$ cat src/rtl/clkcfg_pkg.sv
package clkcfg_pkg;
  localparam int BYTE_W = 8;
  localparam int PTR_W  = 8;

  typedef enum logic [2:0] {
    ST_IDLE,
    ST_RX_BITS,
    ST_RX_ACK,
    ST_TX_BITS,
    ST_TX_ACK
  } slvState_t;

  typedef enum logic [1:0] {
    MD_ADDR,
    MD_WR,
    MD_RD
  } slvMode_t;

  // synchronized bus events, one system clock wide
  typedef struct packed {
    logic sclRise;
    logic sclFall;
    logic startEv;
    logic stopEv;
    logic sdaLvl;
  } busEvt_t;

  // control -> datapath strobes
  typedef struct packed {
    logic              wrStb;
    logic [PTR_W-1:0]  wrIdx;
    logic [BYTE_W-1:0] wrData;
    logic [PTR_W-1:0]  rdIdx;
  } regStb_t;
endpackage

$ cat src/rtl/clkcfg_bus_sense.sv
module clkcfg_bus_sense
  import clkcfg_pkg::*;
#(
  parameter int SYNC_DEPTH = 2
) (
  input  logic    clk,
  input  logic    rstN,
  input  logic    sclIn,
  input  logic    sdaIn,
  output busEvt_t evt
);
  localparam int TOP = SYNC_DEPTH - 1;

  logic [SYNC_DEPTH-1:0] sclSync;
  logic [SYNC_DEPTH-1:0] sdaSync;
  logic sclPrev;
  logic sdaPrev;

  // idle bus is high on both lines
  always_ff @(posedge clk or negedge rstN) begin
    if (!rstN) begin
      sclSync <= '1;
      sdaSync <= '1;
      sclPrev <= 1'b1;
      sdaPrev <= 1'b1;
    end else begin
      sclSync <= {sclSync[SYNC_DEPTH-2:0], sclIn};
      sdaSync <= {sdaSync[SYNC_DEPTH-2:0], sdaIn};
      sclPrev <= sclSync[TOP];
      sdaPrev <= sdaSync[TOP];
    end
  end

  always_comb begin
    evt.sclRise = sclSync[TOP] & ~sclPrev;
    evt.sclFall = ~sclSync[TOP] & sclPrev;
    evt.startEv = sclSync[TOP] & sclPrev & sdaPrev & ~sdaSync[TOP];
    evt.stopEv  = sclSync[TOP] & sclPrev & ~sdaPrev & sdaSync[TOP];
    evt.sdaLvl  = sdaSync[TOP];
  end
endmodule

$ cat src/rtl/clkcfg_slave_ctrl.sv
module clkcfg_slave_ctrl
  import clkcfg_pkg::*;
#(
  parameter logic [6:0] DEV_ADDR     = 7'h69,
  parameter int         REG_COUNT    = 6,
  parameter int         HEADER_BYTES = 2
) (
  input  logic              clk,
  input  logic              rstN,
  input  busEvt_t           evt,
  input  logic [BYTE_W-1:0] rdByte,
  output regStb_t           stb,
  output logic              sdaDriveLow
);
  localparam logic [BYTE_W-1:0] WR_ADDR  = {DEV_ADDR, 1'b0};
  localparam logic [BYTE_W-1:0] RD_ADDR  = {DEV_ADDR, 1'b1};
  localparam logic [BYTE_W-1:0] CNT_BYTE = BYTE_W'(REG_COUNT);
  localparam logic [PTR_W-1:0]  SKIP_N   = PTR_W'(HEADER_BYTES);
  localparam logic [PTR_W-1:0]  PTR_MAX  = '1;

  slvState_t         state;
  slvMode_t          mode;
  logic [3:0]        bitCnt;
  logic [BYTE_W-1:0] shiftIn;
  logic [BYTE_W-1:0] txShift;
  logic [PTR_W-1:0]  byteIdx;
  logic [PTR_W-1:0]  rdIdx;
  logic              ackIt;
  logic              rdReq;
  logic              mAck;
  logic              sdaOe;
  logic              wrStbQ;
  logic [PTR_W-1:0]  wrIdxQ;
  logic [BYTE_W-1:0] wrDataQ;
  logic [BYTE_W-1:0] rxByte;

  assign rxByte = {shiftIn[BYTE_W-2:0], evt.sdaLvl};

  always_ff @(posedge clk or negedge rstN) begin
    if (!rstN) begin
      state   <= ST_IDLE;
      mode    <= MD_ADDR;
      bitCnt  <= '0;
      shiftIn <= '0;
      txShift <= '1;
      byteIdx <= '0;
      rdIdx   <= '0;
      ackIt   <= 1'b0;
      rdReq   <= 1'b0;
      mAck    <= 1'b0;
      sdaOe   <= 1'b0;
      wrStbQ  <= 1'b0;
      wrIdxQ  <= '0;
      wrDataQ <= '0;
    end else begin
      wrStbQ <= 1'b0;
      if (evt.stopEv) begin
        state <= ST_IDLE;
        sdaOe <= 1'b0;
      end else if (evt.startEv) begin
        state   <= ST_RX_BITS;
        mode    <= MD_ADDR;
        bitCnt  <= '0;
        byteIdx <= '0;
        rdIdx   <= '0;
        ackIt   <= 1'b0;
        sdaOe   <= 1'b0;
      end else begin
        unique case (state)
          ST_RX_BITS: begin
            if (evt.sclRise && bitCnt < 4'd8) begin
              shiftIn <= rxByte;
              bitCnt  <= bitCnt + 4'd1;
              if (bitCnt == 4'd7) begin
                if (mode == MD_ADDR) begin
                  ackIt <= (rxByte == WR_ADDR) || (rxByte == RD_ADDR);
                  rdReq <= rxByte[0];
                end else begin
                  ackIt <= 1'b1;
                  if (byteIdx >= SKIP_N) begin
                    wrStbQ  <= 1'b1;
                    wrIdxQ  <= byteIdx - SKIP_N;
                    wrDataQ <= rxByte;
                  end
                  if (byteIdx != PTR_MAX) byteIdx <= byteIdx + 1'b1;
                end
              end
            end else if (evt.sclFall && bitCnt == 4'd8) begin
              bitCnt <= '0;
              if (ackIt) begin
                state <= ST_RX_ACK;
                sdaOe <= 1'b1;
              end else begin
                state <= ST_IDLE;
              end
            end
          end
          ST_RX_ACK: begin
            if (evt.sclFall) begin
              if (mode == MD_ADDR && rdReq) begin
                mode    <= MD_RD;
                state   <= ST_TX_BITS;
                txShift <= CNT_BYTE;
                sdaOe   <= ~CNT_BYTE[BYTE_W-1];
              end else begin
                mode  <= MD_WR;
                state <= ST_RX_BITS;
                sdaOe <= 1'b0;
              end
            end
          end
          ST_TX_BITS: begin
            if (evt.sclFall) begin
              if (bitCnt == 4'd7) begin
                state  <= ST_TX_ACK;
                bitCnt <= '0;
                sdaOe  <= 1'b0;
              end else begin
                txShift <= {txShift[BYTE_W-2:0], 1'b1};
                sdaOe   <= ~txShift[BYTE_W-2];
                bitCnt  <= bitCnt + 4'd1;
              end
            end
          end
          ST_TX_ACK: begin
            if (evt.sclRise) begin
              mAck <= ~evt.sdaLvl;
            end else if (evt.sclFall) begin
              if (mAck) begin
                state   <= ST_TX_BITS;
                txShift <= rdByte;
                sdaOe   <= ~rdByte[BYTE_W-1];
                if (rdIdx != PTR_MAX) rdIdx <= rdIdx + 1'b1;
              end else begin
                state <= ST_IDLE;
              end
            end
          end
          default: ;
        endcase
      end
    end
  end

  always_comb begin
    stb.wrStb  = wrStbQ;
    stb.wrIdx  = wrIdxQ;
    stb.wrData = wrDataQ;
    stb.rdIdx  = rdIdx;
  end

  assign sdaDriveLow = sdaOe;

  // the line is taken low only right after a falling serial clock
  assert_drive_on_low_R12: assert property (@(posedge clk) disable iff (!rstN)
    $rose(sdaOe) |-> $past(evt.sclFall));

  // a stop condition releases the line on the next cycle
  assert_release_on_stop_R10: assert property (@(posedge clk) disable iff (!rstN)
    evt.stopEv |=> !sdaOe);
endmodule

$ cat src/rtl/clkcfg_reg_bank.sv
module clkcfg_reg_bank
  import clkcfg_pkg::*;
#(
  parameter int                REG_COUNT = 6,
  parameter logic [BYTE_W-1:0] RST_FIRST = 8'h00,
  parameter logic [BYTE_W-1:0] RST_REST  = 8'hFF
) (
  input  logic                        clk,
  input  logic                        rstN,
  input  regStb_t                     stb,
  output logic [BYTE_W-1:0]           rdByte,
  output logic [REG_COUNT*BYTE_W-1:0] regFile
);
  localparam logic [PTR_W-1:0] LIMIT = PTR_W'(REG_COUNT);

  logic [BYTE_W-1:0] regQ [REG_COUNT];

  for (genvar g = 0; g < REG_COUNT; g++) begin : gReg
    localparam logic [BYTE_W-1:0] RST_VAL = (g == 0) ? RST_FIRST : RST_REST;
    always_ff @(posedge clk or negedge rstN) begin
      if (!rstN) begin
        regQ[g] <= RST_VAL;
      end else if (stb.wrStb && stb.wrIdx == PTR_W'(g)) begin
        regQ[g] <= stb.wrData;
      end
    end
    assign regFile[g*BYTE_W +: BYTE_W] = regQ[g];
  end

  // out-of-range reads return all ones
  always_comb begin
    rdByte = '1;
    for (int i = 0; i < REG_COUNT; i++) begin
      if (stb.rdIdx == PTR_W'(i)) rdByte = regQ[i];
    end
  end

  // a store aimed past the last register changes nothing
  assert_drop_past_end_R6: assert property (@(posedge clk) disable iff (!rstN)
    (stb.wrStb && stb.wrIdx >= LIMIT) |=> $stable(regFile));

  // without a store strobe the bank holds its contents
  assert_hold_without_strobe_R5: assert property (@(posedge clk) disable iff (!rstN)
    !stb.wrStb |=> $stable(regFile));
endmodule

$ cat src/rtl/clkcfg_serial_slave.sv
module clkcfg_serial_slave
  import clkcfg_pkg::*;
#(
  parameter logic [6:0] DEV_ADDR     = 7'h69,
  parameter int         REG_COUNT    = 6,
  parameter int         HEADER_BYTES = 2,
  parameter int         SYNC_DEPTH   = 2
) (
  input  logic                        clk,
  input  logic                        rstN,
  input  logic                        sclIn,
  input  logic                        sdaIn,
  output logic                        sdaDriveLow,
  output logic [REG_COUNT*BYTE_W-1:0] regFile,
  output logic [2:0]                  freqCode,
  output logic                        freqBySerial,
  output logic                        spreadDown,
  output logic                        spreadOn,
  output logic                        outputsOff
);
  busEvt_t           evt;
  regStb_t           stb;
  logic [BYTE_W-1:0] rdByte;

  clkcfg_bus_sense #(.SYNC_DEPTH(SYNC_DEPTH)) uSense (
    .clk   (clk),
    .rstN  (rstN),
    .sclIn (sclIn),
    .sdaIn (sdaIn),
    .evt   (evt)
  );

  clkcfg_slave_ctrl #(
    .DEV_ADDR    (DEV_ADDR),
    .REG_COUNT   (REG_COUNT),
    .HEADER_BYTES(HEADER_BYTES)
  ) uCtrl (
    .clk        (clk),
    .rstN       (rstN),
    .evt        (evt),
    .rdByte     (rdByte),
    .stb        (stb),
    .sdaDriveLow(sdaDriveLow)
  );

  clkcfg_reg_bank #(.REG_COUNT(REG_COUNT)) uBank (
    .clk    (clk),
    .rstN   (rstN),
    .stb    (stb),
    .rdByte (rdByte),
    .regFile(regFile)
  );

  assign freqCode     = regFile[6:4];
  assign freqBySerial = regFile[3];
  assign spreadDown   = regFile[2];
  assign spreadOn     = regFile[1];
  assign outputsOff   = regFile[0];
endmodule

$ cat config.mk
export PLATFORM = sky130hd
export DESIGN_NAME = clkcfg_serial_slave
export DESIGN_NICKNAME = d
export VERILOG_FILES = /design/src/rtl/clkcfg_pkg.sv /design/src/rtl/clkcfg_bus_sense.sv /design/src/rtl/clkcfg_slave_ctrl.sv /design/src/rtl/clkcfg_reg_bank.sv /design/src/rtl/clkcfg_serial_slave.sv
export SDC_FILE = /design/constraint.sdc
export NUM_CORES = 1
export LEC_CHECK = 0
export ABC_AREA = 1
export CORE_ASPECT_RATIO = 0.7
export CORE_MARGIN = 4
export CORE_UTILIZATION = 47
export CTS_BUF_LIST = sky130_fd_sc_hd__clkbuf_8
export CTS_CLUSTER_DIAMETER = 200
export DETAILED_ROUTE_END_ITERATION = 8
export DONT_BUFFER_PORTS = 1
export PLACE_DENSITY = 0.71
export SLEW_MARGIN = 30
export SYNTH_ARGS = -nofsm -noshare
export SYNTH_HDL_FRONTEND = slang
export SYNTH_SLANG_ARGS = --single-unit
$ cat constraint.sdc
create_clock -name clk -period 1.97 [get_ports clk]
set_input_delay 0.197 -clock clk [delete_from_list [all_inputs] [get_ports clk]]
set_output_delay 0.197 -clock clk [all_outputs]
set_load 0.01 [all_outputs]
# [Word-level counts from Yosys, hierarchy flattened]
# Index checks and enable logic that the tools add are counted.
[totals] input_bits=4 wordCells=197 register_bits=114 out_inout_bits=56
[classes] n_eq_ne=40 n_addsub=4 magnitude_cmp=2 n_reduce_logical=37 bitwise_logic=16 muxes=74
[op_table] op="2-to-1 mux 8 bit" count=18
[op_table] op="2-to-1 mux 7 bit" count=7
[op_table] op="equality test 8 x 2 -> 1 bit (second input constant)" count=4
[op_table] op="equality test 8 x 3 -> 1 bit (second input constant)" count=4
[op_table] op="!= test 4 x 3 -> 1 bit (second input constant)" count=7
[op_table] op="2-to-1 mux 3 bit" count=9
[op_table] op="2-to-1 mux 1 bit" count=24
[op_table] op="one-hot mux 7 bit (3 select lines)" count=1
[op_table] op="2-to-1 mux 4 bit" count=5
[op_table] op="AND reduction 6 bit" count=3
[op_table] op="nonzero test 2 bit" count=9
[op_table] op="adder 8 x 1 -> 8 bit (second input constant)" count=2
[op_table] op="equality test 8 x 1 -> 1 bit (second input constant)" count=2
[op_table] op="equality test 8 bit (second input constant)" count=2
[op_table] op="logical NOT 8 bit" count=2
[op_table] op="!= test 8 bit (second input constant)" count=2
[op_table] op="AND reduction 4 bit" count=4
[op_table] op="2-to-1 mux 2 bit" count=7
[op_table] op="one-hot mux 3 bit (4 select lines)" count=1
[op_table] op="!= test 2 x 1 -> 1 bit (second input constant)" count=5
[op_table] op="AND reduction 10 bit" count=1
[op_table] op="logical AND 1 bit" count=9
[op_table] op="NOT 1 bit" count=9
[op_table] op="AND reduction 9 bit" count=1
[op_table] op="other kinds (23)" count=35

# [Depth between registers and ports, before layout]
# Gate-level depths: netlist of run 1.
[logic_depth] ltp_word=14 depth_mapped=13 ltp_nobuf=13

# [Modules after synthesis]
# From an unflattened synthesis of run 1, not the netlist that was laid out.
[unflattened] hier_cells=775 hier_area_um2=6185.9
[by_module_without_submodules] mod="clkcfg_slave_ctrl" seq_area_each_um2=1510.2 area_per_inst_um2=3427.0 cells_each=429 instances=1
[by_module_without_submodules] mod="clkcfg_reg_bank" seq_area_each_um2=1251.2 area_per_inst_um2=2499.9 cells_each=321 instances=1
[by_module_without_submodules] mod="clkcfg_bus_sense" seq_area_each_um2=157.7 area_per_inst_um2=206.4 cells_each=18 instances=1
[by_module_without_submodules] mod="clkcfg_serial_slave" seq_area_each_um2=0.0 area_per_inst_um2=52.6 cells_each=7 instances=1

# [Worst setup path after synthesis of run 1]
# No wires, ideal clock.
[synth_timing] path_kind="reg-to-reg" startpoint="register uSense.sclSync[1]" endpoint="register uCtrl.byteIdx[3]" synth_period_minus_slack_ns=1.657 path_buffers=0 path_stages_with_launch=11 t_required_ns=1.839 setup_slack_ns=0.313 arrival_time_ns=1.526 setup_ns=0.131 cell_sequence="dfstp_2 nand2_2 inv_1 nand3_2 nand2_1 nand2_1 nor2_4 nand2_4 nor2_4 xor2_1 nor2_1"
[synth_via] elab_chain_len=5 word_cells_on_any_way=15 classes_between="eq/ne (1); mux (1); bitwise (7); reduce/logical (6)"
[synth_rtl] item="start, declared" line_no="clkcfg_bus_sense.sv:14" source="logic [SYNC_DEPTH-1:0] sclSync;"
[synth_rtl] item="start signal, assigned" line_no="clkcfg_bus_sense.sv:27" source="sclSync <= {sclSync[SYNC_DEPTH-2:0], sclIn};"
[synth_rtl] item="bitwise AND 1 bit" line_no="clkcfg_bus_sense.sv:37, clkcfg_bus_sense.sv:38"
[synth_rtl] item="bitwise AND 1 bit, on equally long branches (2 in a row)" line_no="clkcfg_bus_sense.sv:37, clkcfg_bus_sense.sv:38"
[synth_rtl] item="!= test 2 bit (no line), or another cell as far along"
[synth_rtl] item="AND reduction 6 bit (no line)"
[synth_rtl] item="end signal, assigned" line_no="clkcfg_slave_ctrl.sv:85" source="if (byteIdx != PTR_MAX) byteIdx <= byteIdx + 1'b1;"
[synth_rtl] item="end, declared" line_no="clkcfg_slave_ctrl.sv:26" source="logic [PTR_W-1:0] byteIdx;"
# Several ways; a longest one is shown, not always the timed one.
# A chain may end at the register's enable or synchronous reset.

# [Final worst setup path of run 1]
[layout_timing] startpoint="register uSense.sdaSync[1]" endpoint="register uCtrl.state[0]"
[layout_via] elab_chain_len=4 word_cells_on_any_way=14 classes_between="eq/ne (7); mux (2); bitwise (3); reduce/logical (2)"
[layout_rtl] item="start, declared" line_no="clkcfg_bus_sense.sv:15" source="logic [SYNC_DEPTH-1:0] sdaSync;"
[layout_rtl] item="start signal, assigned" line_no="clkcfg_bus_sense.sv:28" source="sdaSync <= {sdaSync[SYNC_DEPTH-2:0], sdaIn};"
[layout_rtl] item="NOT 1 bit" line_no="clkcfg_bus_sense.sv:37" source="evt.startEv = sclSync[TOP] & sclPrev & sdaPrev & ~sdaSync[TOP];"
[layout_rtl] item="bitwise AND 1 bit" line_no="clkcfg_bus_sense.sv:37"
[layout_rtl] item="!= test 4 x 3 -> 1 bit (no line), or another cell as far along"
[layout_rtl] item="AND reduction 8 bit (no line) or 2-to-1 mux 3 bit (tied branches)"
[layout_rtl] item="end signal, assigned" line_no="clkcfg_slave_ctrl.sv:41" source="state <= ST_IDLE;"
[layout_rtl] item="end signal, assigned" line_no="clkcfg_slave_ctrl.sv:58" source="state <= ST_IDLE;"
[layout_rtl] item="end signal, assigned" line_no="clkcfg_slave_ctrl.sv:61" source="state <= ST_RX_BITS;"
[layout_rtl] item="end, declared" line_no="clkcfg_slave_ctrl.sv:21" source="slvState_t state;"
# Several ways; a longest one is shown, not always the timed one.

==> results of run 1 <==
==> how the worst max path moves through the flow <==
stage                            from          endpoint  slack, ns  depth (start not counted)
finish              uSense.sdaSync[1]    uCtrl.state[0]       0.11                         10
global route        uSense.sdaSync[1]    uCtrl.state[0]     -0.002                         10
CTS                    uCtrl.rdIdx[0]    uCtrl.rdIdx[3]       0.07                         12
detailed placement  uSense.sclSync[1]  uCtrl.byteIdx[3]       0.11                         10
global placement       uCtrl.rdIdx[0]    uCtrl.rdIdx[3]       0.09                         12
floorplan           uSense.sclSync[1]  uCtrl.byteIdx[3]       0.31                         10
==> state kept, by name (all words and copies together) (netlist names), 2 cells and up <==
| name | cells |
|---|---|
| uCtrl.mode | 2 |
| uSense.sclSync | 2 |
| uCtrl.rdIdx | 8 |
| uCtrl.byteIdx | 8 |
| uSense.sdaSync | 2 |
| uCtrl.txShift | 7 |
| uCtrl.wrDataQ | 8 |
| uBank.regFile | 48 |
| uCtrl.state | 3 |
| uCtrl.bitCnt | 4 |
| uCtrl.wrIdxQ | 8 |
| uCtrl.shiftIn | 7 |
==> cells by family (layout without fill, tap and decap cells) <==
group | Yosys count | after routing | synth area share [%]
compound gates | 155 | 155 | 13.61
xor+xnor | 10 | 10 | 1.493
fa+ha+maj | 10 | 10 | 2.133
buf+inv | 120 | 152 | 8.362
flops | 114 | 114 | 49.77
simple gates | 331 | 331 | 24.64
==> cell usage after synthesis, drive strengths merged <==
cell	number
nand2	192
inv	95
o21ai	92
nor2	67
dfrtp	61
a21oi	54
dfstp	53
nand3	37
nor3	20
buf	13
clkbuf	12
ha	10
nand4	9
xor2	9
a31oi	3
nor4	3
nand3b	2
o31ai	2
a311oi	1
nor4b	1
o2111ai	1
o22ai	1
o311a	1
xnor2	1
==> power breakdown <==
group / internal (W) / leakage [nW] / total [W] / switching (W)
Clock: 0.00121 / 0.204 / 0.00214 / 0.000937
Combinational: 0.000799 / 1.30 / 0.00230 / 0.00150
Sequential: 0.00261 / 1.39 / 0.00278 / 0.000166
Total: 0.00461 / 2.89 / 0.00721 / 0.00260
==> metal layers <==
layer | vias to the layer above | routed length, µm | track usage (%)
met5 | - | 0 | 0
met4 | 0 | 159 | 6.932
met3 | 17 | 1443 | 6.418
met2 | 222 | 6191 | 29.02
met1 | 2344 | 7249 | 32.95
li1 | 2427 | - | -
==> per-stage QoR <==
| step | setup slack (ns) | power [W] | cell area, µm² |
|---|---|---|---|
| floorplan | 0.3131 | 0.004385 | 5866 |
| global placement | 0.08668 | 0.004964 | 6071 |
| detailed placement | 0.1064 | 0.005010 | 6071 |
| CTS | 0.07129 | 0.007174 | 6484 |
| global route | -0.001847 | 0.007732 | 6561 |
| finish | 0.1103 | 0.007214 | 6561 |
==> what timing repair did <==
item                                   4_1_cts  5_1_grt
setup buffers                                0        4
endpoints found under the hold margin      116      114
setup endpoints to repair                    0       23
resized for setup                            0       13
==> final cells by class <==
class	count	area share [%]
inverters	95	5.435
clock buffers	20	4.195
flip-flops and latches	114	44.49
clock inverters	12	1.793
repair buffers	25	2.937
multi-input cells	506	38.16
well taps	157	2.994
==> impl_metrics.xml, run 1 <==
<?xml version="1.0" encoding="UTF-8"?>
<metrics>
  <group name="floorplan">
    <metric name="die_area" unit="mm²">0.01436</metric>
    <metric name="num_io_pins" unit="">60</metric>
    <metric name="core_area" unit="mm²">0.01193</metric>
    <metric name="die_y" unit="µm">101.5</metric>
    <metric name="row_count" unit="">33</metric>
    <metric name="die_w" unit="µm">141.5</metric>
    <metric name="initial_utilization" unit="%">49.16</metric>
  </group>
  <group name="setup_path">
    <metric name="timing.reg2reg.setup_slack" unit="ns">0.11</metric>
    <metric name="crit_path_end_kind" unit="">flip-flop</metric>
    <metric name="cp_max_fo" unit="">7</metric>
    <metric name="critPathKind" unit="">reg2reg</metric>
    <metric name="critical-path-slowest-cell" unit="">sky130_fd_sc_hd__dfstp_2</metric>
    <metric name="worst_r2r_path_depth" unit="">10</metric>
    <metric name="critPathBufInv" unit="">2</metric>
    <metric name="timing.rr.start" unit="">uSense.sdaSync[1]</metric>
    <metric name="cp.arrival" unit="ns">2.19</metric>
    <metric name="cpPeakStageDelay" unit="ns">0.64</metric>
    <metric name="critical_path.top_delay_family" unit="">simple AND/OR/NAND/NOR gates</metric>
    <metric name="critPathLaunchType" unit="">flip-flop</metric>
    <metric name="reg2reg_to" unit="">uCtrl.state[0]</metric>
    <metric name="critical_path_required" unit="ns">2.30</metric>
    <metric name="crit_path_cell_trace" unit="">inv_2 -&gt; nor3_2 -&gt; nor2_1 -&gt; nand2_1 -&gt; inv_1 -&gt; nor2_1 -&gt; nand3_2 -&gt; nor2_4 -&gt; nand2_1 -&gt; o21ai_0</metric>
  </group>
  <group name="routing">
    <metric name="vias" unit="">5010</metric>
    <metric name="routedWlPerCell" unit="µm">16.19</metric>
    <metric name="viasPerCell" unit="">5.393</metric>
    <metric name="drt_iter0_markers" unit="">459</metric>
    <metric name="antenna_left" unit="">0</metric>
    <metric name="routed_wl" unit="µm">15040</metric>
    <metric name="1st_pass_router_iterations" unit="">6</metric>
    <metric name="post_route_drc_violation_count" unit="">0</metric>
  </group>
  <group name="worst_hold_path">
    <metric name="type_of_the_tightest_min_delay_check" unit="">in2async</metric>
  </group>
  <group name="yosys">
    <metric name="yosys.area.top_type_share" unit="%">26.02</metric>
    <metric name="ys_seq_elements" unit="">114</metric>
    <metric name="syn_area_per_cell" unit="µm²">7.927</metric>
    <metric name="synthesis.nets" unit="">754</metric>
    <metric name="synthesis.yosys.warnings" unit="">0</metric>
    <metric name="synthCells" unit="">740</metric>
    <metric name="yosys-top-cells-area" unit="">sky130_fd_sc_hd__dfrtp_1 (26%), sky130_fd_sc_hd__dfstp_2 (24%), sky130_fd_sc_hd__nand2_1 (12%)</metric>
    <metric name="synth_seq_area_share" unit="%">49.77</metric>
    <metric name="syn-cell-area" unit="mm²">0.005866</metric>
    <metric name="yosys.area.top_type" unit="">sky130_fd_sc_hd__dfrtp_1</metric>
    <metric name="post_synth_cell_types" unit="">35</metric>
  </group>
  <group name="timing">
    <metric name="tightest_slew" unit="ns">0.5251</metric>
    <metric name="clock_skew" unit="ns">0.01207</metric>
    <metric name="final_period_minus_worst_setup_slack" unit="ns">1.860</metric>
    <metric name="setup_viol_count_final" unit="">0</metric>
    <metric name="slew_headroom" unit="%">64.91</metric>
    <metric name="fin_tns_setup" unit="ns">0</metric>
    <metric name="hold_viol" unit="">114</metric>
    <metric name="fmax" unit="MHz">537.7</metric>
    <metric name="worst_hold_slack" unit="ns">-0.5374</metric>
    <metric name="min_period_over_period" unit="%">94.40</metric>
    <metric name="maxSlewViolCount" unit="">0</metric>
  </group>
  <group name="power_and_ir_drop">
    <metric name="power_density" unit="mW/mm²">1099</metric>
    <metric name="p_leak" unit="nW">2.888</metric>
    <metric name="peakVddDrop" unit="µV">577.3</metric>
  </group>
  <group name="final_layout">
    <metric name="layout-drive-gt1-share" unit="%">17.36</metric>
    <metric name="antennaDiodeCount" unit="">0</metric>
    <metric name="nFillCells" unit="">1070</metric>
    <metric name="mostFrequentLayoutCell" unit="">sky130_fd_sc_hd__nand2_1</metric>
    <metric name="area.growth.synth_to_final" unit="%">11.86</metric>
    <metric name="multi_input_comb_area" unit="mm²">0.002504</metric>
    <metric name="layout.area.seq" unit="mm²">0.002919</metric>
    <metric name="post-route-util" unit="%">54.99</metric>
    <metric name="mostFrequentLayoutCells" unit="">sky130_fd_sc_hd__nand2_1 (187), sky130_fd_sc_hd__inv_1 (93), sky130_fd_sc_hd__o21ai_0 (90)</metric>
    <metric name="instances_no_fill" unit="">929</metric>
    <metric name="fin_nets" unit="">773</metric>
  </group>
  <group name="flow_run">
    <metric name="drv_cap" unit="">0</metric>
  </group>
  <group name="cts">
    <metric name="clock-sinks" unit="">114</metric>
    <metric name="cts-buffers-inserted" unit="">17</metric>
    <metric name="h-tree-depth" unit="">4</metric>
    <metric name="cts_hold_repair.buffers" unit="">2</metric>
    <metric name="worst_skew_pair.late_latency" unit="ns">0.42</metric>
    <metric name="clk_path_buf_depth" unit="">2</metric>
    <metric name="clk_pin_slew" unit="ns">0.07</metric>
    <metric name="tritoncts" unit="">built</metric>
    <metric name="cts_root_buffer" unit="">sky130_fd_sc_hd__clkbuf_8</metric>
  </group>
  <group name="global_route">
    <metric name="grt_antenna_before_repair" unit="">0</metric>
    <metric name="number_of_global_route_vias_before_repair" unit="">4649</metric>
    <metric name="total_global_route_track_usage" unit="%">21.54</metric>
    <metric name="grt_first_pass_wirelength" unit="µm">24250</metric>
    <metric name="grt_overflow" unit="">0</metric>
    <metric name="largest_net_degree_at_the_start_of_global_routing" unit="">115</metric>
  </group>
  <group name="placement">
    <metric name="placed_cells" unit="">891</metric>
    <metric name="detailed_place_hpwl" unit="µm">10890</metric>
    <metric name="gp_congestion" unit="">1.012</metric>
    <metric name="portBuffers" unit="">0</metric>
  </group>
  <group name="run_status">
    <metric name="outcome" unit="">finished with violations</metric>
    <metric name="failed_checks" unit="">negative hold slack</metric>
  </group>
</metrics>
Power figures use the tool's default switching activity.
==> run 2, diff against run 1 <==
--- a/config.mk
+++ b/config.mk
@@ -14,6 +14,7 @@
 export DETAILED_ROUTE_END_ITERATION = 8
 export DONT_BUFFER_PORTS = 1
 export PLACE_DENSITY = 0.71
+export SETUP_SLACK_MARGIN = 0.2
 export SLEW_MARGIN = 30
 export SYNTH_ARGS = -nofsm -noshare
 export SYNTH_HDL_FRONTEND = slang
==> constraint.sdc (replaced) <==
create_clock -name clk -period 1.97 [get_ports clk]
set_input_delay 0.4925 -clock clk [delete_from_list [all_inputs] [get_ports clk]]
set_output_delay 0.4925 -clock clk [all_outputs]
set_load 0.01 [all_outputs]
==> run 2 against run 1 <==
  * Total power rose by 4.1%
  * Clock skew rose by 0.0035 ns
  * Clock-buffer cell count did not move
  * The run still ends with negative hold slack left
  * Maximum frequency rose by 3.3%
  * Critical path depth did not move
  * Sequential cell count did not move
  * Register-to-register slack improved by 0.06 ns
  * Utilization rose by 2.5 points
==> impl_metrics.xml, run 2 (synthesis gave the netlist of run 1 again) <==
<?xml version="1.0" encoding="UTF-8"?>
<metrics>
  <group name="run_status">
    <metric name="outcome" unit="">finished with violations</metric>
    <metric name="failed_checks" unit="">negative hold slack</metric>
  </group>
  <group name="flow_run">
    <metric name="drv_cap" unit="">0</metric>
  </group>
  <group name="routing">
    <metric name="post_route_drc_violation_count" unit="">0</metric>
    <metric name="routed_wl" unit="µm">15780</metric>
    <metric name="antenna_left" unit="">0</metric>
    <metric name="vias" unit="">5114</metric>
    <metric name="drt_iter0_markers" unit="">480</metric>
    <metric name="1st_pass_router_iterations" unit="">5</metric>
    <metric name="viasPerCell" unit="">5.464</metric>
    <metric name="routedWlPerCell" unit="µm">16.86</metric>
  </group>
  <group name="cts">
    <metric name="h-tree-depth" unit="">4</metric>
    <metric name="cts_root_buffer" unit="">sky130_fd_sc_hd__clkbuf_8</metric>
    <metric name="worst_skew_pair.late_latency" unit="ns">0.43</metric>
    <metric name="clock-sinks" unit="">114</metric>
    <metric name="tritoncts" unit="">built</metric>
    <metric name="clk_path_buf_depth" unit="">2</metric>
    <metric name="cts-buffers-inserted" unit="">17</metric>
    <metric name="clk_pin_slew" unit="ns">0.08</metric>
  </group>
  <group name="power_and_ir_drop">
    <metric name="clockPowerShare" unit="%">28.7</metric>
    <metric name="power.switching_fraction" unit="%">37.00</metric>
    <metric name="peakVddDrop" unit="µV">614.8</metric>
    <metric name="power_density" unit="mW/mm²">1096</metric>
    <metric name="psw" unit="W">0.002779</metric>
    <metric name="p_leak" unit="nW">2.966</metric>
    <metric name="power_report.internal_total" unit="W">0.004733</metric>
    <metric name="share_seq_of_total_power" unit="%">37.4</metric>
    <metric name="share_comb_of_total_power" unit="%">33.9</metric>
  </group>
  <group name="timing">
    <metric name="fin_tns_setup" unit="ns">0</metric>
    <metric name="setup_viol_count_final" unit="">0</metric>
    <metric name="fmax" unit="MHz">555.6</metric>
    <metric name="maxSlewViolCount" unit="">0</metric>
    <metric name="clock_skew" unit="ns">0.01557</metric>
    <metric name="final_period_minus_worst_setup_slack" unit="ns">1.800</metric>
    <metric name="tightest_slew" unit="ns">0.5142</metric>
    <metric name="worst_hold_slack" unit="ns">-0.2471</metric>
    <metric name="slew_headroom" unit="%">65.63</metric>
    <metric name="hold_viol" unit="">94</metric>
    <metric name="min_period_over_period" unit="%">91.37</metric>
    <metric name="grt_setup_unrepaired" unit="">yes</metric>
  </group>
  <group name="final_layout">
    <metric name="area.growth.synth_to_final" unit="%">16.89</metric>
    <metric name="mostFrequentLayoutCells" unit="">sky130_fd_sc_hd__nand2_1 (171), sky130_fd_sc_hd__inv_1 (89), sky130_fd_sc_hd__o21ai_0 (85)</metric>
    <metric name="fin_nets" unit="">780</metric>
    <metric name="layout-drive-gt1-share" unit="%">24.90</metric>
    <metric name="largest_register_ff_count" unit="">48</metric>
    <metric name="mostFrequentLayoutCell" unit="">sky130_fd_sc_hd__nand2_1</metric>
    <metric name="antennaDiodeCount" unit="">0</metric>
  </group>
  <group name="setup_path">
    <metric name="critPathLaunchType" unit="">flip-flop</metric>
    <metric name="crit_path_end_kind" unit="">flip-flop</metric>
    <metric name="cp.arrival" unit="ns">2.11</metric>
    <metric name="critPathKind" unit="">reg2reg</metric>
    <metric name="cp_max_fo" unit="">6</metric>
    <metric name="critical_path_required" unit="ns">2.28</metric>
  </group>
  <group name="global_route">
    <metric name="total_global_route_track_usage" unit="%">21.93</metric>
    <metric name="grt_overflow" unit="">0</metric>
    <metric name="number_of_global_route_vias_before_repair" unit="">4725</metric>
    <metric name="grt_antenna_before_repair" unit="">0</metric>
    <metric name="grt_first_pass_wirelength" unit="µm">24670</metric>
    <metric name="largest_net_degree_at_the_start_of_global_routing" unit="">115</metric>
  </group>
  <group name="worst_hold_path">
    <metric name="type_of_the_tightest_min_delay_check" unit="">in2async</metric>
  </group>
  <group name="floorplan">
    <metric name="die_y" unit="µm">101.5</metric>
    <metric name="die_area" unit="mm²">0.01436</metric>
    <metric name="num_io_pins" unit="">60</metric>
    <metric name="row_count" unit="">33</metric>
    <metric name="die_w" unit="µm">141.5</metric>
    <metric name="core_area" unit="mm²">0.01193</metric>
    <metric name="initial_utilization" unit="%">49.16</metric>
  </group>
  <group name="placement">
    <metric name="portBuffers" unit="">0</metric>
    <metric name="detailed_place_hpwl" unit="µm">10890</metric>
    <metric name="gp_congestion" unit="">1.012</metric>
  </group>
</metrics>
## run 2: changes by cell type in the layout (fill, tap and decap cells not counted), moves of 5 or more
cell	change
sky130_fd_sc_hd__nand2_1	-16
sky130_fd_sc_hd__nand2_2	+13
sky130_fd_sc_hd__nor2_1	-9
sky130_fd_sc_hd__a21oi_1	-7
sky130_fd_sc_hd__a21oi_2	+7
sky130_fd_sc_hd__nand2_4	+5
sky130_fd_sc_hd__nor2_2	+5
sky130_fd_sc_hd__o21ai_0	-5
## run 2: metal layers
| layer | GRT usage (%) | wire length (µm) | up-vias |
|---|---|---|---|
| li1 | - | - | 2450 |
| met1 | 33.07 | 7405 | 2426 |
| met2 | 30.08 | 6813 | 228 |
| met3 | 7.220 | 1473 | 10 |
| met4 | 6.121 | 84 | 0 |
| met5 | 0 | 0 | - |
## run 2: critical path, cell delays in order, from the launching register on
cell	delay, ns
sky130_fd_sc_hd__dfstp_2	0.59
sky130_fd_sc_hd__nand2_4	0.09
sky130_fd_sc_hd__inv_4	0.08
sky130_fd_sc_hd__nand3_4	0.12
sky130_fd_sc_hd__nand2_2	0.11
sky130_fd_sc_hd__o21ai_2	0.08
sky130_fd_sc_hd__nor2_4	0.16
sky130_fd_sc_hd__nand2_4	0.11
sky130_fd_sc_hd__nor2_4	0.12
sky130_fd_sc_hd__xor2_1	0.17
sky130_fd_sc_hd__nor2_1	0.05
## run 2: final timing paths
check	cells after the start	slack [ns]	startpoint	endpoint
max	10	0.17	uSense.sclSync[1]	uCtrl.byteIdx[3]
min	0	-0.25	rstN	uCtrl.rdIdx[4]
max reg2reg	10	0.17	uSense.sclSync[1]	uCtrl.byteIdx[3]
min reg2reg	0	0.36	uSense.sdaSync[0]	uSense.sdaSync[1]
max in group asynchronous	0	1.93	rstN	uBank.regFile[40]
min in group clk	0	0.06	sdaIn	uSense.sdaSync[0]
## run 2: power by group through the flow
stage / registers (W) / logic (W) / clock network, W
CTS: 0.00276 / 0.00227 / 0.00218
finish: 0.00281 / 0.00255 / 0.00216
global route: 0.00283 / 0.00285 / 0.00233
detailed placement: 0.00281 / 0.00220 / 0
global placement: 0.00280 / 0.00216 / 0
floorplan: 0.00277 / 0.00162 / 0
## run 2: through the flow
stage,power [W],setup WS [ns],cell area (µm²),util [%],instances
after floorplan,0.004385,0.3131,5866,-,740
after CTS,0.007215,0.1678,6558,54.95,928
final,0.007513,0.1700,6857,57.46,936
after global routing,0.008009,0.03705,6857,57.46,936
after global placement,0.004964,0.08668,6071,50.88,891
after detailed placement,0.005010,0.1064,6071,50.88,891
## run 2: what timing repair did
item                                   in CTS  in global routing
cloned                                      1                  1
endpoints found under the hold margin     114                114
setup endpoints to repair                  23                 80
pin swaps                                   2                 14
buffers inserted                            4                  7
gates resized for setup                    17                 72
## run 2: final cells by class
class / count / area (µm²)
clock buffer: 20 / 275.3
clock inverter: 12 / 117.6
fill: 1034 / 5076
inverter: 95 / 361.6
multi-input combinational: 508 / 2741
sequential: 114 / 2924
tap: 157 / 196.4
timing repair buffer: 30 / 240.2
==> run 3, diff against run 2 <==
--- a/config.mk
+++ b/config.mk
@@ -7,13 +7,13 @@
 export LEC_CHECK = 0
 export ABC_AREA = 1
 export CORE_ASPECT_RATIO = 0.7
-export CORE_MARGIN = 4
+export CORE_MARGIN = 2
 export CORE_UTILIZATION = 47
 export CTS_BUF_LIST = sky130_fd_sc_hd__clkbuf_8
 export CTS_CLUSTER_DIAMETER = 200
 export DETAILED_ROUTE_END_ITERATION = 8
 export DONT_BUFFER_PORTS = 1
-export PLACE_DENSITY = 0.71
+export PLACE_DENSITY_LB_ADDON = 0.1
 export SETUP_SLACK_MARGIN = 0.2
 export SLEW_MARGIN = 30
 export SYNTH_ARGS = -nofsm -noshare
==> run 3 against run 2 <==
  * The run still ends with negative hold slack left
  * Sequential cell count unchanged
  * Die area fell by 6.7%
  * Clock-buffer cell count down 3
  * Largest cell class unchanged
  * Highest routed layer unchanged
==> impl_metrics.xml, run 3 (synthesis gave the netlist of run 1 again) <==
<?xml version="1.0" encoding="UTF-8"?>
<metrics>
  <group name="timing">
    <metric name="grt_setup_unrepaired" unit="">yes</metric>
    <metric name="maxSlewViolCount" unit="">0</metric>
    <metric name="fmax" unit="MHz">546.1</metric>
    <metric name="min_period_over_period" unit="%">92.95</metric>
    <metric name="fin_tns_setup" unit="ns">0</metric>
    <metric name="clock_skew" unit="ns">0.01518</metric>
    <metric name="setup_viol_count_final" unit="">0</metric>
    <metric name="hold_viol" unit="">97</metric>
    <metric name="final_period_minus_worst_setup_slack" unit="ns">1.831</metric>
    <metric name="tightest_slew" unit="ns">0.5392</metric>
    <metric name="worst_hold_slack" unit="ns">-0.2516</metric>
    <metric name="slew_headroom" unit="%">63.97</metric>
  </group>
  <group name="placement">
    <metric name="gp_congestion" unit="">0.9492</metric>
    <metric name="portBuffers" unit="">0</metric>
    <metric name="detailed_place_hpwl" unit="µm">10690</metric>
  </group>
  <group name="setup_path">
    <metric name="cp.arrival" unit="ns">2.15</metric>
    <metric name="timing.rr.start" unit="">uSense.sclSync[1]</metric>
    <metric name="worst_r2r_path_depth" unit="">10</metric>
    <metric name="critPathLaunchType" unit="">flip-flop</metric>
    <metric name="worst_setup_path_endpoint" unit="">uCtrl.byteIdx[3]</metric>
    <metric name="timing.reg2reg.setup_slack" unit="ns">0.14</metric>
    <metric name="crit_path_end_kind" unit="">flip-flop</metric>
    <metric name="critPathKind" unit="">reg2reg</metric>
    <metric name="cp_max_fo" unit="">7</metric>
    <metric name="critPathLaunch" unit="">uSense.sclSync[1]</metric>
    <metric name="critical_path_required" unit="ns">2.29</metric>
    <metric name="reg2reg_to" unit="">uCtrl.byteIdx[3]</metric>
  </group>
  <group name="cts">
    <metric name="clock-sinks" unit="">114</metric>
    <metric name="clk_path_buf_depth" unit="">2</metric>
    <metric name="h-tree-depth" unit="">4</metric>
    <metric name="worst_skew_pair.late_latency" unit="ns">0.43</metric>
    <metric name="clk_pin_slew" unit="ns">0.08</metric>
    <metric name="cts_root_buffer" unit="">sky130_fd_sc_hd__clkbuf_8</metric>
    <metric name="tritoncts" unit="">built</metric>
    <metric name="cts-buffers-inserted" unit="">17</metric>
  </group>
  <group name="final_layout">
    <metric name="antennaDiodeCount" unit="">0</metric>
    <metric name="multi_input_comb_area" unit="mm²">0.002755</metric>
    <metric name="largest_register_ff_count" unit="">48</metric>
    <metric name="layout-drive-gt1-share" unit="%">27.16</metric>
    <metric name="nFillCells" unit="">1126</metric>
    <metric name="layout.area.seq" unit="mm²">0.002925</metric>
    <metric name="mostFrequentLayoutCell" unit="">sky130_fd_sc_hd__nand2_1</metric>
    <metric name="fin_nets" unit="">789</metric>
    <metric name="area.growth.synth_to_final" unit="%">19.54</metric>
    <metric name="mostFrequentLayoutCells" unit="">sky130_fd_sc_hd__nand2_1 (169), sky130_fd_sc_hd__o21ai_0 (86), sky130_fd_sc_hd__inv_1 (85)</metric>
  </group>
  <group name="power_and_ir_drop">
    <metric name="power_density" unit="mW/mm²">1150</metric>
    <metric name="peakVddDrop" unit="µV">610.6</metric>
    <metric name="p_leak" unit="nW">3.041</metric>
  </group>
  <group name="floorplan">
    <metric name="row_count" unit="">34</metric>
    <metric name="die_area" unit="mm²">0.01340</metric>
    <metric name="core_area" unit="mm²">0.01229</metric>
    <metric name="die_y" unit="µm">97.47</metric>
    <metric name="num_io_pins" unit="">60</metric>
    <metric name="die_w" unit="µm">137.5</metric>
    <metric name="initial_utilization" unit="%">47.71</metric>
  </group>
  <group name="global_route">
    <metric name="number_of_global_route_vias_before_repair" unit="">4733</metric>
    <metric name="grt_first_pass_wirelength" unit="µm">24660</metric>
    <metric name="total_global_route_track_usage" unit="%">23.90</metric>
    <metric name="grt_overflow" unit="">0</metric>
    <metric name="largest_net_degree_at_the_start_of_global_routing" unit="">115</metric>
    <metric name="grt_antenna_before_repair" unit="">0</metric>
  </group>
  <group name="routing">
    <metric name="routed_wl" unit="µm">15850</metric>
    <metric name="1st_pass_router_iterations" unit="">6</metric>
    <metric name="vias" unit="">5167</metric>
    <metric name="drt_iter0_markers" unit="">480</metric>
    <metric name="viasPerCell" unit="">5.439</metric>
    <metric name="post_route_drc_violation_count" unit="">0</metric>
    <metric name="routedWlPerCell" unit="µm">16.68</metric>
    <metric name="antenna_left" unit="">0</metric>
  </group>
  <group name="run_status">
    <metric name="failed_checks" unit="">negative hold slack</metric>
    <metric name="outcome" unit="">finished with violations</metric>
  </group>
  <group name="flow_run">
    <metric name="drv_cap" unit="">0</metric>
  </group>
  <group name="worst_hold_path">
    <metric name="type_of_the_tightest_min_delay_check" unit="">in2async</metric>
  </group>
</metrics>
==> run 3: cell count changes in the layout (fill, tap and decap cells not counted), moves of 3 or more <==
cell                       delta
sky130_fd_sc_hd__a21oi_1      -7
sky130_fd_sc_hd__a21oi_2      +7
sky130_fd_sc_hd__buf_4        +6
sky130_fd_sc_hd__inv_1        -4
sky130_fd_sc_hd__inv_6        +4
sky130_fd_sc_hd__clkbuf_8     -3
sky130_fd_sc_hd__clkinv_2     -3
sky130_fd_sc_hd__clkinv_4     +3
sky130_fd_sc_hd__nand3_2      +3
sky130_fd_sc_hd__nor2_2       -3
==> run 3: where the power goes <==
part | internal, W | switching [W] | leakage [nW]
Sequential | 0.00261 | 0.000185 | 1.38
Clock | 0.00129 | 0.00114 | 0.212
Combinational | 0.00104 | 0.00180 | 1.45
==> run 3: repair_timing <==
item | 4_1_cts | 5_1_grt
endpoints found under the hold margin | 114 | 114
gates cloned | 0 | 3
gates resized for setup | 9 | 94
pin swaps | 1 | 24
setup endpoints to repair | 39 | 81
setup buffers | 2 | 19
==> run 3: cell type report <==
| type | count | area share [%] |
|---|---|---|
| well taps | 162 | 2.891 |
| inverters | 95 | 5.157 |
| clock inverters | 15 | 2.819 |
| repair buffers | 40 | 4.782 |
| clock buffers | 17 | 3.337 |
| flip-flops and latches | 114 | 41.72 |
| multi-input cells | 507 | 39.29 |
==> run 3: per-layer routing <==
layer	GRT usage, %	share of wire [%]	vias up
li1	-	-	2465
met1	36.20	47	2511
met2	32.19	43	178
met3	8.816	8.6	13
met4	5.630	0.90	0
met5	0	0	-
==> run 3: critical path: stages, from the launching register on <==
cell and delay, ns:
sky130_fd_sc_hd__dfstp_2 0.58, sky130_fd_sc_hd__nand2_4 0.08, sky130_fd_sc_hd__inv_4 0.07, sky130_fd_sc_hd__nand3_4 0.13, sky130_fd_sc_hd__nand2_4 0.13, sky130_fd_sc_hd__nand2_4 0.06, sky130_fd_sc_hd__nor2_4 0.17, sky130_fd_sc_hd__nand2_4 0.12
sky130_fd_sc_hd__nor2_4 0.14, sky130_fd_sc_hd__xor2_1 0.16, sky130_fd_sc_hd__nor2_1 0.06
==> run 3: worst min-delay path by stage <==
stage | start | to | slack [ns] | cells after the start
6_report | rstN | uCtrl.wrDataQ[4] | -0.25 | 0
4_1_cts | rstN | uBank.regFile[5] | -0.28 | 0
3_3_place_gp | rstN | uBank.regFile[5] | 0.20 | 0
5_1_grt | rstN | uCtrl.wrDataQ[4] | -0.29 | 0
2_1_floorplan | rstN | uBank.regFile[0] | 0.20 | 0
3_5_place_dp | rstN | uBank.regFile[5] | 0.20 | 0
==> run 3: per-stage QoR <==
stage                     instance area, µm²  total power, W  utilization, %  setup slack [ns]  instances
after floorplan                         5866        0.004385               -            0.3131        740
after global placement                  6062        0.005058           49.31            0.1290        894
after detailed placement                6062        0.005078           49.31           0.06197        894
after CTS                               6534        0.007553           53.14            0.1152        928
after global routing                    7012        0.008543           57.03          0.008493        950
final                                   7012        0.008064           57.03            0.1388        950
